File: src/rtl/bkpt_pkg.sv
package bkpt_pkg;
   localparam int CTRL_W = 10;

   // mode codes
   localparam logic [2:0] MODE_A      = 3'd0;
   localparam logic [2:0] MODE_B      = 3'd1;
   localparam logic [2:0] MODE_EITHER = 3'd2;
   localparam logic [2:0] MODE_AREA   = 3'd3;
   localparam logic [2:0] MODE_SEQ    = 3'd4;

   // access filter codes
   localparam logic [2:0] QF_OFF  = 3'd0;
   localparam logic [2:0] QF_EXEC = 3'd1;
   localparam logic [2:0] QF_RD   = 3'd2;
   localparam logic [2:0] QF_WR   = 3'd3;
   localparam logic [2:0] QF_RDWR = 3'd4;

   // bus access kinds
   localparam logic [1:0] KIND_FETCH = 2'd0;
   localparam logic [1:0] KIND_READ  = 2'd1;
   localparam logic [1:0] KIND_WRITE = 2'd2;

   // register selects
   localparam logic [1:0] SEL_ADDR_A = 2'd0;
   localparam logic [1:0] SEL_ADDR_B = 2'd1;
   localparam logic [1:0] SEL_CTRL   = 2'd2;
   localparam logic [1:0] SEL_STAT   = 2'd3;
endpackage

File: src/rtl/bkpt_qual.sv
module bkpt_qual
   import bkpt_pkg::*;
(
   input  logic [2:0] filt,
   input  logic [1:0] kind,
   output logic       pass
);
   always_comb begin
      case (filt)
         QF_EXEC: pass = (kind == KIND_FETCH);
         QF_RD:   pass = (kind == KIND_READ);
         QF_WR:   pass = (kind == KIND_WRITE);
         QF_RDWR: pass = (kind == KIND_READ) || (kind == KIND_WRITE);
         default: pass = 1'b0;
      endcase
   end
endmodule

File: src/rtl/bkpt_cmp.sv
module bkpt_cmp #(
   parameter int W = 16
) (
   input  logic [W-1:0] addr,
   input  logic [W-1:0] lo,
   input  logic [W-1:0] hi,
   output logic         eq_lo,
   output logic         eq_hi,
   output logic         in_win
);
   always_comb begin
      eq_lo  = (addr == lo);
      eq_hi  = (addr == hi);
      in_win = (addr >= lo) && (addr <= hi);
   end
endmodule

File: src/rtl/bkpt_seq.sv
module bkpt_seq (
   input  logic clk,
   input  logic rst,
   input  logic flush,
   input  logic active,
   input  logic first_ok,
   input  logic second_ok,
   output logic armed,
   output logic fire
);
   assign fire = active && armed && second_ok;

   always_ff @(posedge clk) begin
      if (rst || flush || !active) begin
         armed <= 1'b0;
      end else if (fire) begin
         armed <= 1'b0;
      end else if (first_ok) begin
         armed <= 1'b1;
      end
   end
endmodule

File: src/rtl/bkpt_pair_unit.sv
module bkpt_pair_unit
   import bkpt_pkg::*;
#(
   parameter int ADDR_W = 16,
   localparam int WD_W = (ADDR_W > CTRL_W) ? ADDR_W : CTRL_W
) (
   input  logic              clk,
   input  logic              rst,
   input  logic              bus_valid,
   input  logic [1:0]        bus_kind,
   input  logic [ADDR_W-1:0] bus_addr,
   input  logic              cfg_we,
   input  logic [1:0]        cfg_sel,
   input  logic [WD_W-1:0]   cfg_wdata,
   output logic              hit,
   output logic              sticky
);
   if (ADDR_W < 2) begin : g_bad_width
      $error("bkpt_pair_unit: ADDR_W must be at least 2");
   end

   logic [ADDR_W-1:0] reg_a, reg_b;
   logic [2:0]        ctl_mode;
   logic [2:0]        ctl_filt [2];
   logic              ctl_en;
   logic [1:0]        filt_ok;
   logic              eq_a, eq_b, in_win;
   logic              hit_a, hit_b, seq_fire, seq_armed, seq_active;
   logic              match, clr_req;

   // configuration registers
   always_ff @(posedge clk) begin
      if (rst) begin
         reg_a       <= '0;
         reg_b       <= '0;
         ctl_mode    <= MODE_A;
         ctl_filt[0] <= QF_OFF;
         ctl_filt[1] <= QF_OFF;
         ctl_en      <= 1'b0;
      end else if (cfg_we) begin
         case (cfg_sel)
            SEL_ADDR_A: reg_a <= cfg_wdata[ADDR_W-1:0];
            SEL_ADDR_B: reg_b <= cfg_wdata[ADDR_W-1:0];
            SEL_CTRL: begin
               ctl_mode    <= cfg_wdata[2:0];
               ctl_filt[0] <= cfg_wdata[5:3];
               ctl_filt[1] <= cfg_wdata[8:6];
               ctl_en      <= cfg_wdata[9];
            end
            default: ;
         endcase
      end
   end

   for (genvar i = 0; i < 2; i++) begin : g_filt
      bkpt_qual u_qual (
         .filt (ctl_filt[i]),
         .kind (bus_kind),
         .pass (filt_ok[i])
      );
   end

   bkpt_cmp #(.W(ADDR_W)) u_cmp (
      .addr   (bus_addr),
      .lo     (reg_a),
      .hi     (reg_b),
      .eq_lo  (eq_a),
      .eq_hi  (eq_b),
      .in_win (in_win)
   );

   assign hit_a      = bus_valid && eq_a && filt_ok[0];
   assign hit_b      = bus_valid && eq_b && filt_ok[1];
   assign seq_active = ctl_en && (ctl_mode == MODE_SEQ);

   bkpt_seq u_seq (
      .clk       (clk),
      .rst       (rst),
      .flush     (cfg_we),
      .active    (seq_active),
      .first_ok  (hit_a),
      .second_ok (hit_b),
      .armed     (seq_armed),
      .fire      (seq_fire)
   );

   always_comb begin
      match = 1'b0;
      if (ctl_en) begin
         case (ctl_mode)
            MODE_A:      match = hit_a;
            MODE_B:      match = hit_b;
            MODE_EITHER: match = hit_a || hit_b;
            MODE_AREA:   match = bus_valid && in_win && filt_ok[0];
            MODE_SEQ:    match = seq_fire;
            default:     match = 1'b0;
         endcase
      end
   end

   assign clr_req = cfg_we && (cfg_sel == SEL_STAT) && cfg_wdata[0];

   always_ff @(posedge clk) begin
      if (rst) begin
         hit    <= 1'b0;
         sticky <= 1'b0;
      end else begin
         hit <= match;
         if (match) begin
            sticky <= 1'b1;
         end else if (clr_req) begin
            sticky <= 1'b0;
         end
      end
   end
endmodule

File: config.mk
export PLATFORM = sky130hd
export DESIGN_NAME = bkpt_pair_unit
export DESIGN_NICKNAME = d
export VERILOG_FILES = /design/src/rtl/bkpt_pkg.sv /design/src/rtl/bkpt_qual.sv /design/src/rtl/bkpt_cmp.sv /design/src/rtl/bkpt_seq.sv /design/src/rtl/bkpt_pair_unit.sv
export SDC_FILE = /design/constraint.sdc
export NUM_CORES = 1
export LEC_CHECK = 0
export CAP_MARGIN = 25
export CORE_ASPECT_RATIO = 0.7
export CORE_MARGIN = 4
export CORE_UTILIZATION = 49
export DETAILED_ROUTE_END_ITERATION = 8
export GPL_TIMING_DRIVEN = 0
export PLACE_DENSITY = 0.77
export RECOVER_POWER = 100
export SETUP_SLACK_MARGIN = 0.02
export SYNTH_ARGS = -nofsm -noshare
export SYNTH_HDL_FRONTEND = slang
export SYNTH_SLANG_ARGS = --single-unit
export TNS_END_PERCENT = 20
File: constraint.sdc
create_clock -name clk -period 2 [get_ports clk]
set_input_delay 0.4 -clock clk [delete_from_list [all_inputs] [get_ports clk]]
set_output_delay 0.4 -clock clk [all_outputs]
set_load 0.02 [all_outputs]
Word level (Yosys, flattened, before mapping)
Memories as Yosys holds them, arrays and structs flattened.
Cells that the tools add are included.
{"block": "totals", "register_bits": 39, "mem_bits_rw": 6, "in_bits": 40, "out_inout_bits": 2, "word_cells": 70, "memories": 1}
{"block": "op_classes", "magnitude_cmp": 2, "n_eq_ne": 19, "muxes": 14, "n_bitwise": 2, "reduce_logical": 25}
{"memory": "ctl_filt", "depth": 2, "word_bits": 3, "read_ports": 2, "rd_ports_with_merged_regs": 0, "wr": 2, "line_no": "bkpt_pair_unit.sv:24", "rtl": "logic [2:0] ctl_filt [2];"}
{"cell": "== test 16 bit", "n": 2}
{"cell": "== test 3 x 2 -> 1 bit (second input constant)", "n": 6}
{"cell": "greater-or-equal comparator 16 bit", "n": 1}
{"cell": "<= comparator 16 bit", "n": 1}
{"cell": "logical AND 1 bit", "n": 12}
{"cell": "== test 3 x 1 -> 1 bit (second input constant)", "n": 3}
{"cell": "== test 3 bit (second input constant)", "n": 3}
{"cell": "2-to-1 mux 1 bit", "n": 9}
{"cell": "case mux 1 bit (4 select lines)", "n": 2}
{"cell": "== test 2 bit (second input constant)", "n": 3}
{"cell": "2-to-1 mux 3 bit", "n": 2}
{"cell": "AND reduction 2 bit", "n": 3}
{"cell": "case mux 1 bit (5 select lines)", "n": 1}
{"cell": "== test 2 x 1 -> 1 bit (second input constant)", "n": 2}
{"cell": "logical NOT 2 bit", "n": 2}
{"cell": "logical OR 1 bit", "n": 4}
{"cell": "logical NOT 3 bit", "n": 1}
{"cell": "OR 1 bit", "n": 2}
{"cell": "nonzero test 2 bit", "n": 1}
{"cell": "OR reduction 2 bit", "n": 1}
{"cell": "logical NOT 1 bit", "n": 1}

Logic depth before layout (Yosys ltp)
Gate-level depths: netlist of run 1.
{"block": "depth", "depth_word": 8, "mapped_depth": 8, "mapped_depth_nobuf": 8}

Cells and area by module
Synthesis of run 1 repeated with hierarchy kept, for this count alone.
{"block": "unflattened", "cells_unflattened": 328, "hier_area_um2": 2687.6}
{"module": "bkpt_pair_unit", "n_inst": 1, "cells_per_inst": 187, "area_each_um2": 1634.1, "seq_area_each_um2": 940.9}
{"module": "bkpt_cmp", "n_inst": 1, "cells_per_inst": 112, "area_each_um2": 829.5, "seq_area_each_um2": 0.0}
{"module": "bkpt_qual", "n_inst": 2, "cells_per_inst": 12, "area_each_um2": 86.3, "seq_area_each_um2": 0.0}
{"module": "bkpt_seq", "n_inst": 1, "cells_per_inst": 5, "area_each_um2": 51.3, "seq_area_each_um2": 20.0}

Least setup slack after synthesis of run 1
No wires, ideal clock.
{"block": "synth_timing", "kind": "input-to-reg", "start": "input bus_addr[14]", "end": "register hit", "setup_ns": 0.074, "arrival_time_ns": 1.946, "required_time_ns": 1.926, "setup_slack_ns": -0.020, "stages": 7, "n_path_buf": 0, "cell_sequence": "ha_1 a21oi_2 nand2_1 a221o_1 or3_1 a211o_1 a31oi_1"}
{"block": "synth_via", "elab_chain_len": 6, "word_cells_on_any_way": 15, "classes_between": "2 x order compare; 2 x eq/ne; 2 x mux; 9 x reduce/logical"}
{"item": "start: declaration", "line_no": "bkpt_pair_unit.sv:11", "rtl": "input logic [ADDR_W-1:0] bus_addr,"}
{"item": "greater-or-equal comparator 16 bit (tied with other cells)", "line_no": "bkpt_cmp.sv:14", "rtl": "in_win = (addr >= lo) && (addr <= hi);"}
{"item": "logical AND 1 bit (on tied branches)", "line_no": "bkpt_cmp.sv:14, bkpt_pair_unit.sv:72, bkpt_pair_unit.sv:73"}
{"item": "logical AND 1 bit (on tied branches)", "line_no": "bkpt_pair_unit.sv:94, bkpt_pair_unit.sv:72, bkpt_pair_unit.sv:73"}
{"item": "logical AND 1 bit (tied with other cells)", "line_no": "bkpt_pair_unit.sv:94", "rtl": "MODE_AREA: match = bus_valid && in_win && filt_ok[0];"}
{"item": "case mux 1 bit (5 select lines) *", "line_no": "bkpt_pair_unit.sv:90", "rtl": "case (ctl_mode)"}
{"item": "2-to-1 mux 1 bit *", "line_no": "bkpt_pair_unit.sv:89", "rtl": "if (ctl_en) begin"}
{"item": "end signal: assignment", "line_no": "bkpt_pair_unit.sv:108", "rtl": "hit <= match;"}
{"item": "end: declaration", "line_no": "bkpt_pair_unit.sv:15", "rtl": "output logic hit,"}
Every way passes the cells marked *; elsewhere a longest branch is shown, timed or not.
A chain may end at the register's enable or synchronous reset.

Final worst setup path of run 1
{"block": "layout_timing", "start": "input bus_addr[9]", "end": "register hit"}
Same word-level chain as after synthesis.

==> metrics.yaml, run 1 <==
run_status:
  status: "complete, but fails checks"
  failed_checks: "setup timing"
synth:
  yosys_warnings: 0
  synth_compound_area_frac: 0.174
  yosys.area_share.simple: 0.225
  synth_xor_area_frac: 0
  synthTopCellsByArea: "dfxtp_1, ha_1, nand2_1"
  synthCells: 334
  yosysTopAreaCellShare: 0.293
  synth_async_sr_flop_share: 0
  synthFlopType: "dfxtp_1"
  netlist_area_um2: 2660
  synth-seq-area-share: 0.361
  ys_seq_elements: 45
  syn_nets: 409
  synth.area.mux_share: 0.00423
  yosysTopAreaCell: "dfxtp_1"
  synth_edf_count: 6
  synthAdderAreaFrac: 0.164
  synth_top_family_by_area: "simple AND/OR/NAND/NOR gates"
  avgSynthCellArea_um2: 7.98
  synth.distinct_cells: 38
clocking:
  cts_tree: "built"
  hold_buffers: 0
  root_buffer: "clkbuf_8"
  numCtsBuffers: 5
  htree_levels: 2
  clock_sinks: 45
  clkLatencyLatePin_ps: 310
  clkTransAtPathRegs_ps: 90
  cts.path.max_buffers: 2
routing:
  wl_um: 7880
  final_antenna_net_count: 0
  drtIter0Drc: 157
  drc: 0
  met3_length_um: 612
  viasPerCell: 5.74
  routed-wl-met2_um: 3510
  first_pass_iters: 5
  wl_per_cell_um: 17.0
  highest_layer: "met4"
  drt-met1-wl_um: 3510
  dr_total_vias: 2664
timing:
  hold_viol: 0
  rsz0062_at_grt: "yes"
  timing.final.ws_setup_ps: -105
  setup_viol: 5
  tightest_slew_ps: 653
  hold_slack_ps: 460
  finalCriticalPeriod_ps: 2110
  finClkSkew_ps: 3.39
  relSlewSlack: 0.563
  slew_violations: 0
  setup-tns-final_ps: -211
  fin_crit_sh: 1.05
  fmax_ghz: 0.475
floorplanning:
  start_util: 0.507
  die_h_um: 69.7
  ios: 42
  die_width_um: 96.1
  num_rows: 22
  core-area_um2: 5260
  die-area_um2: 6700
worst_setup_path:
  cp-end-kind: "register"
  reg2reg_depth: 9
  r2r-end: "hit"
  arrival_ps: 2350
  cp.required_ps: 2240
  critical_path.startpoint_type: "input pin"
  rr_startpoint: "reg_b[11]"
  criticalPathCategory: "input pin to register"
  path_max_fanout: 3
  reg2reg_slack_ps: -100
grt:
  grt_pass1_wl_um: 12300
  grt_overflow: 0
  grt_antenna_before_repair: 0
  grt_util_all_layers: 0.238
  grt_pass1_vias: 2588
  grt_max_degree: 15
cells_and_area:
  drive_gt1_frac: 0.196
  final_cell_area_um2: 3630
  nFillCells: 411
  layout_common_cells: "nand2_1, a21oi_1, inv_1, dfxtp_1, ha_1"
  instances_no_fill: 464
  n_antenna_cell: 0
  final_common_cell: "nand2_1"
  finish.utilization: 0.691
  nets: 466
  syn_to_final_growth_pct: 36.4
placement:
  placed_area_um2: 3200
  dp_cells: 446
  gp_congestion: 0.891
  place_ws_ps: -741
  numPortBuffers: 40
  hpwl_um: 5500
hold_path:
  holdPathStages: 2
  worstHoldPathType: "register to register"
  hold_start: "reg_a[5]"
  min_to: "reg_a[5]"
power:
  total_power_mw: 2.09
  p_per_area_nw_per_um2: 574
  comb_power_share: 0.199
  leakage_nw: 1.31
  pwr-share-clk: 0.334
  vdd_drop_max_mv: 0.409
  switching_power_uw: 575
  pwr-share-seq: 0.467
  internal_power_mw: 1.51
  p_sw_frac: 0.276
job:
  drv_cap: 0
synth_stat cells (4+ instances only):
master and number:
clkbuf_1 12, a21oi_1 46, nand4_1 11, nor3_1 4, nand3_1 9, nand2b_1 4
dfxtp_1 39, and3_1 4, ha_1 35, inv_1 39, nor2_1 6, and2_1 6
edfxtp_1 6, a22o_1 4, nand2_1 69
worst max path at each step:
stage,cells after the start,slack [ps],end,start
3_3_place_gp,9,-710,hit,bus_addr[0]
3_5_place_dp,9,-740,sticky,bus_addr[0]
6_report,9,-110,hit,bus_addr[9]
2_1_floorplan,7,40,hit,bus_addr[11]
4_1_cts,8,-60,hit,reg_b[12]
5_1_grt,8,-260,hit,reg_b[14]
kinds of logic (layout without fill, tap and decap cells):
| family | Yosys count | in the layout |
|---|---|---|
| flops | 45 | 45 |
| compound gates | 76 | 76 |
| buf+inv | 51 | 109 |
| mux | 1 | 1 |
| fa+ha+maj | 35 | 35 |
| simple gates | 126 | 126 |
flip-flops by register name (all words and copies together) (netlist names):
name	flops
reg_a	16
reg_b	16
ctl_filt	6
ctl_mode	3
ctl_en	1
hit	1
sticky	1
u_seq.armed	1
routing by layer:
layer  vias to the layer above  GRT usage
li1                       1275          -
met2                       127      0.363
met4                         0     0.0931
met3                        28     0.0586
met5                         -          0
met1                      1234      0.319
layout make-up:
type	count	area, µm²	share of cell area
tap	72	90.1	0.0248
multi-input combinational	238	1800	0.496
sequential	45	976	0.269
clock buffer	5	68.8	0.0189
buffer	12	50.0	0.0138
clock inverter	3	41.3	0.0114
timing repair buffer	50	459	0.126
inverter	39	146	0.0403
power groups by stage:
stage | Clock (mW) | Sequential, mW | Combinational (mW)
3_5_place_dp | 0 | 0.991 | 0.353
3_3_place_gp | 0 | 0.988 | 0.342
2_1_floorplan | 0 | 0.984 | 0.196
6_report | 0.697 | 0.974 | 0.414
4_1_cts | 0.700 | 0.973 | 0.380
5_1_grt | 0.745 | 0.979 | 0.454
timing repair:
action / in CTS / in global routing
buffers inserted: 5 / 5
pin swaps: 32 / 21
setup endpoints to repair: 5 / 13
gates resized for setup: 64 / 20
critical path, cell delays in order:
cell and delay [ps]:
dlygate4sd2_1 290, ha_4 290, nand4_1 160, buf_4 190, buf_4 130, nor4_4 200
o2111ai_2 240, or2_4 280, a31oi_1 150
Power figures use the tool's default switching activity.
==> run 2: changes to the inputs <==
--- a/config.mk
+++ b/config.mk
@@ -5,13 +5,13 @@
 export SDC_FILE = /design/constraint.sdc
 export NUM_CORES = 1
 export LEC_CHECK = 0
-export CAP_MARGIN = 25
+export CAP_MARGIN = 20
 export CORE_ASPECT_RATIO = 0.7
 export CORE_MARGIN = 4
 export CORE_UTILIZATION = 49
 export DETAILED_ROUTE_END_ITERATION = 8
 export GPL_TIMING_DRIVEN = 0
-export PLACE_DENSITY = 0.77
+export PLACE_DENSITY_LB_ADDON = 0.1
 export RECOVER_POWER = 100
 export SETUP_SLACK_MARGIN = 0.02
 export SYNTH_ARGS = -nofsm -noshare
==> metrics.yaml, run 2 (synthesis gave the netlist of run 1 again) <==
run_status:
  status: "complete, but fails checks"
  failed_checks: "setup timing"
routing:
  viasPerCell: 5.56  # -3.2%
  wl_um: 7460  # -5.2%
  final_antenna_net_count: 0  # unchanged
  wl_per_cell_um: 16.2  # -4.4%
  dr_total_vias: 2557  # -4.0%
  drtIter0Drc: 129  # -18%
  first_pass_iters: 5  # unchanged
  drc: 0  # unchanged
worst_setup_path:
  criticalPathCategory: "input pin to register"
  cp-end-kind: "register"
  arrival_ps: 2360  # about the same
  critical_path.startpoint_type: "input pin"
  cp.required_ps: 2230  # about the same
  path_max_fanout: 4  # +1
placement:
  gp_congestion: 0.897  # +0.73%
  hpwl_um: 5420  # -1.3%
  place_ws_ps: -772  # -31.3 ps
  numPortBuffers: 40  # unchanged
  placed_area_um2: 3200  # unchanged
timing:
  rsz0062_at_grt: "yes"
  hold_slack_ps: 447  # -13.0 ps
  fin_crit_sh: 1.06  # +0.0102
  timing.final.ws_setup_ps: -126  # -20.4 ps
  hold_viol: 0  # unchanged
  setup_viol: 4  # -1
  slew_violations: 0  # unchanged
  tightest_slew_ps: 625  # -27.5 ps
  relSlewSlack: 0.583  # +0.0204
  finClkSkew_ps: 4.84  # +1.45 ps
  finalCriticalPeriod_ps: 2130  # +20.4 ps
  fmax_ghz: 0.470  # -0.96%
grt:
  grt.met1_usage: 0.329  # +0.00998
  met3_usage: 0.0477  # -0.0108
  grt_pass1_vias: 2435  # -5.9%
  grt_overflow: 0  # unchanged
  top_usage_layer: "met1"
  grt_pass1_wl_um: 11600  # -5.9%
  grt_antenna_before_repair: 0  # unchanged
  gr-usage-met2: 0.327  # -0.0360
  grt_util_all_layers: 0.223  # -0.0144
  grt_max_degree: 14  # -1
clocking:
  clkLatencyLatePin_ps: 300  # about the same
  numCtsBuffers: 5  # unchanged
  root_buffer: "clkbuf_8"
  cts_tree: "built"
  clkTransAtPathRegs_ps: 80  # about the same
  hold_buffers: 0  # unchanged
  htree_levels: 2  # unchanged
  cts.path.max_buffers: 2  # unchanged
  clock_sinks: 45  # unchanged
power:
  comb_power_share: 0.215  # +0.016
  pwr-share-clk: 0.283  # -0.051
  vdd_drop_max_mv: 0.292  # -29%
  pwr-share-seq: 0.502  # +0.035
  p_sw_frac: 0.284  # +0.00884
  internal_power_mw: 1.39  # -8.2%
  switching_power_uw: 551  # -4.1%
  p_per_area_nw_per_um2: 534  # -7.0%
  leakage_nw: 1.29  # -1.7%
floorplanning:
  die_h_um: 69.7  # unchanged
  num_rows: 22  # unchanged
  ios: 42  # unchanged
  die-area_um2: 6700  # unchanged
  start_util: 0.507  # unchanged
  die_width_um: 96.1  # unchanged
  core-area_um2: 5260  # unchanged
cells_and_area:
  largest_registers: "reg_a x16, reg_b x16, ctl_filt x6"
  finish.utilization: 0.690  # -0.000713
  nets: 463  # -0.64%
  layout_common_cells: "nand2_1, a21oi_1, inv_1, dfxtp_1, clkdlybuf4s50_1"
  final_common_cell: "nand2_1"
  drive_gt1_frac: 0.201  # +0.00460
  n_antenna_cell: 0  # unchanged
  nFillCells: 429  # +4.4%
  final_cell_area_um2: 3630  # -0.10%
  syn_to_final_growth_pct: 36.3
job:
  drv_cap: 0  # unchanged
hold_path:
  worstHoldPathType: "input pin to register"
-- run 2: cell count changes in the layout (fill, tap and decap cells not counted), moves of 2 or more --
cell             change
clkdlybuf4s15_2      +3
dlygate4sd2_1        -2
dlymetal6s2s_1       +2
clkbuf_1             +2
clkdlybuf4s15_1      -3
ha_4                 +4
buf_4                -4
ha_2                 -2
ha_1                 -2
-- run 2: final cells by class --
type,count,area (µm²),share of cell area
sequential,45,976,0.269
tap,72,90.1,0.0248
timing repair buffer,47,452,0.124
clock inverter,1,5.00,0.00138
inverter,39,146,0.0403
buffer,12,46.3,0.0128
multi-input combinational,238,1840,0.507
clock buffer,6,72.6,0.0200
-- run 2: worst paths after layout --
path,from,end,slack (ps),depth (start not counted)
worst min-delay path,rst,reg_b[15],450,2
worst min register to register,reg_a[6],reg_a[6],460,2
worst max-delay path,bus_addr[15],hit,-130,7
worst max register to register,reg_b[13],hit,-110,7
-- run 2: repair_timing --
action	CTS	global route
pin swaps	32	17
resized for setup	69	16
endpoints found under the setup margin	13	19
setup buffers	4	3
-- run 2: worst max-delay path, stage by stage --
cell,delay [ps]
dlygate4sd2_1,280
ha_4,280
nand4_1,130
buf_6,170
or4_4,530
a211o_1,370
a31oi_4,180
-- run 2: through the flow --
step / cells / TNS, ps / total power, mW
after global routing: 460 / -1610 / 2.03
after global placement: 446 / -7940 / 1.34
final: 460 / -233 / 1.94
after CTS: 457 / -153 / 1.91
after floorplan: 334 / 0 / 1.18
after detailed placement: 446 / -8540 / 1.34
-- run 2: power by group through the flow --
stage	clock network [mW]	registers, mW	logic (mW)
global route	0.590	0.977	0.460
global placement	0	0.988	0.347
finish	0.549	0.973	0.416
floorplan	0	0.984	0.196
CTS	0.548	0.972	0.390
detailed placement	0	0.990	0.355
-- run 2: per-layer routing --
| layer | wire length [µm] | up-vias |
|---|---|---|
| li1 | - | 1270 |
| met1 | 3680 | 1198 |
| met2 | 3240 | 73 |
| met3 | 426 | 16 |
| met4 | 121 | 0 |
| met5 | 0 | - |
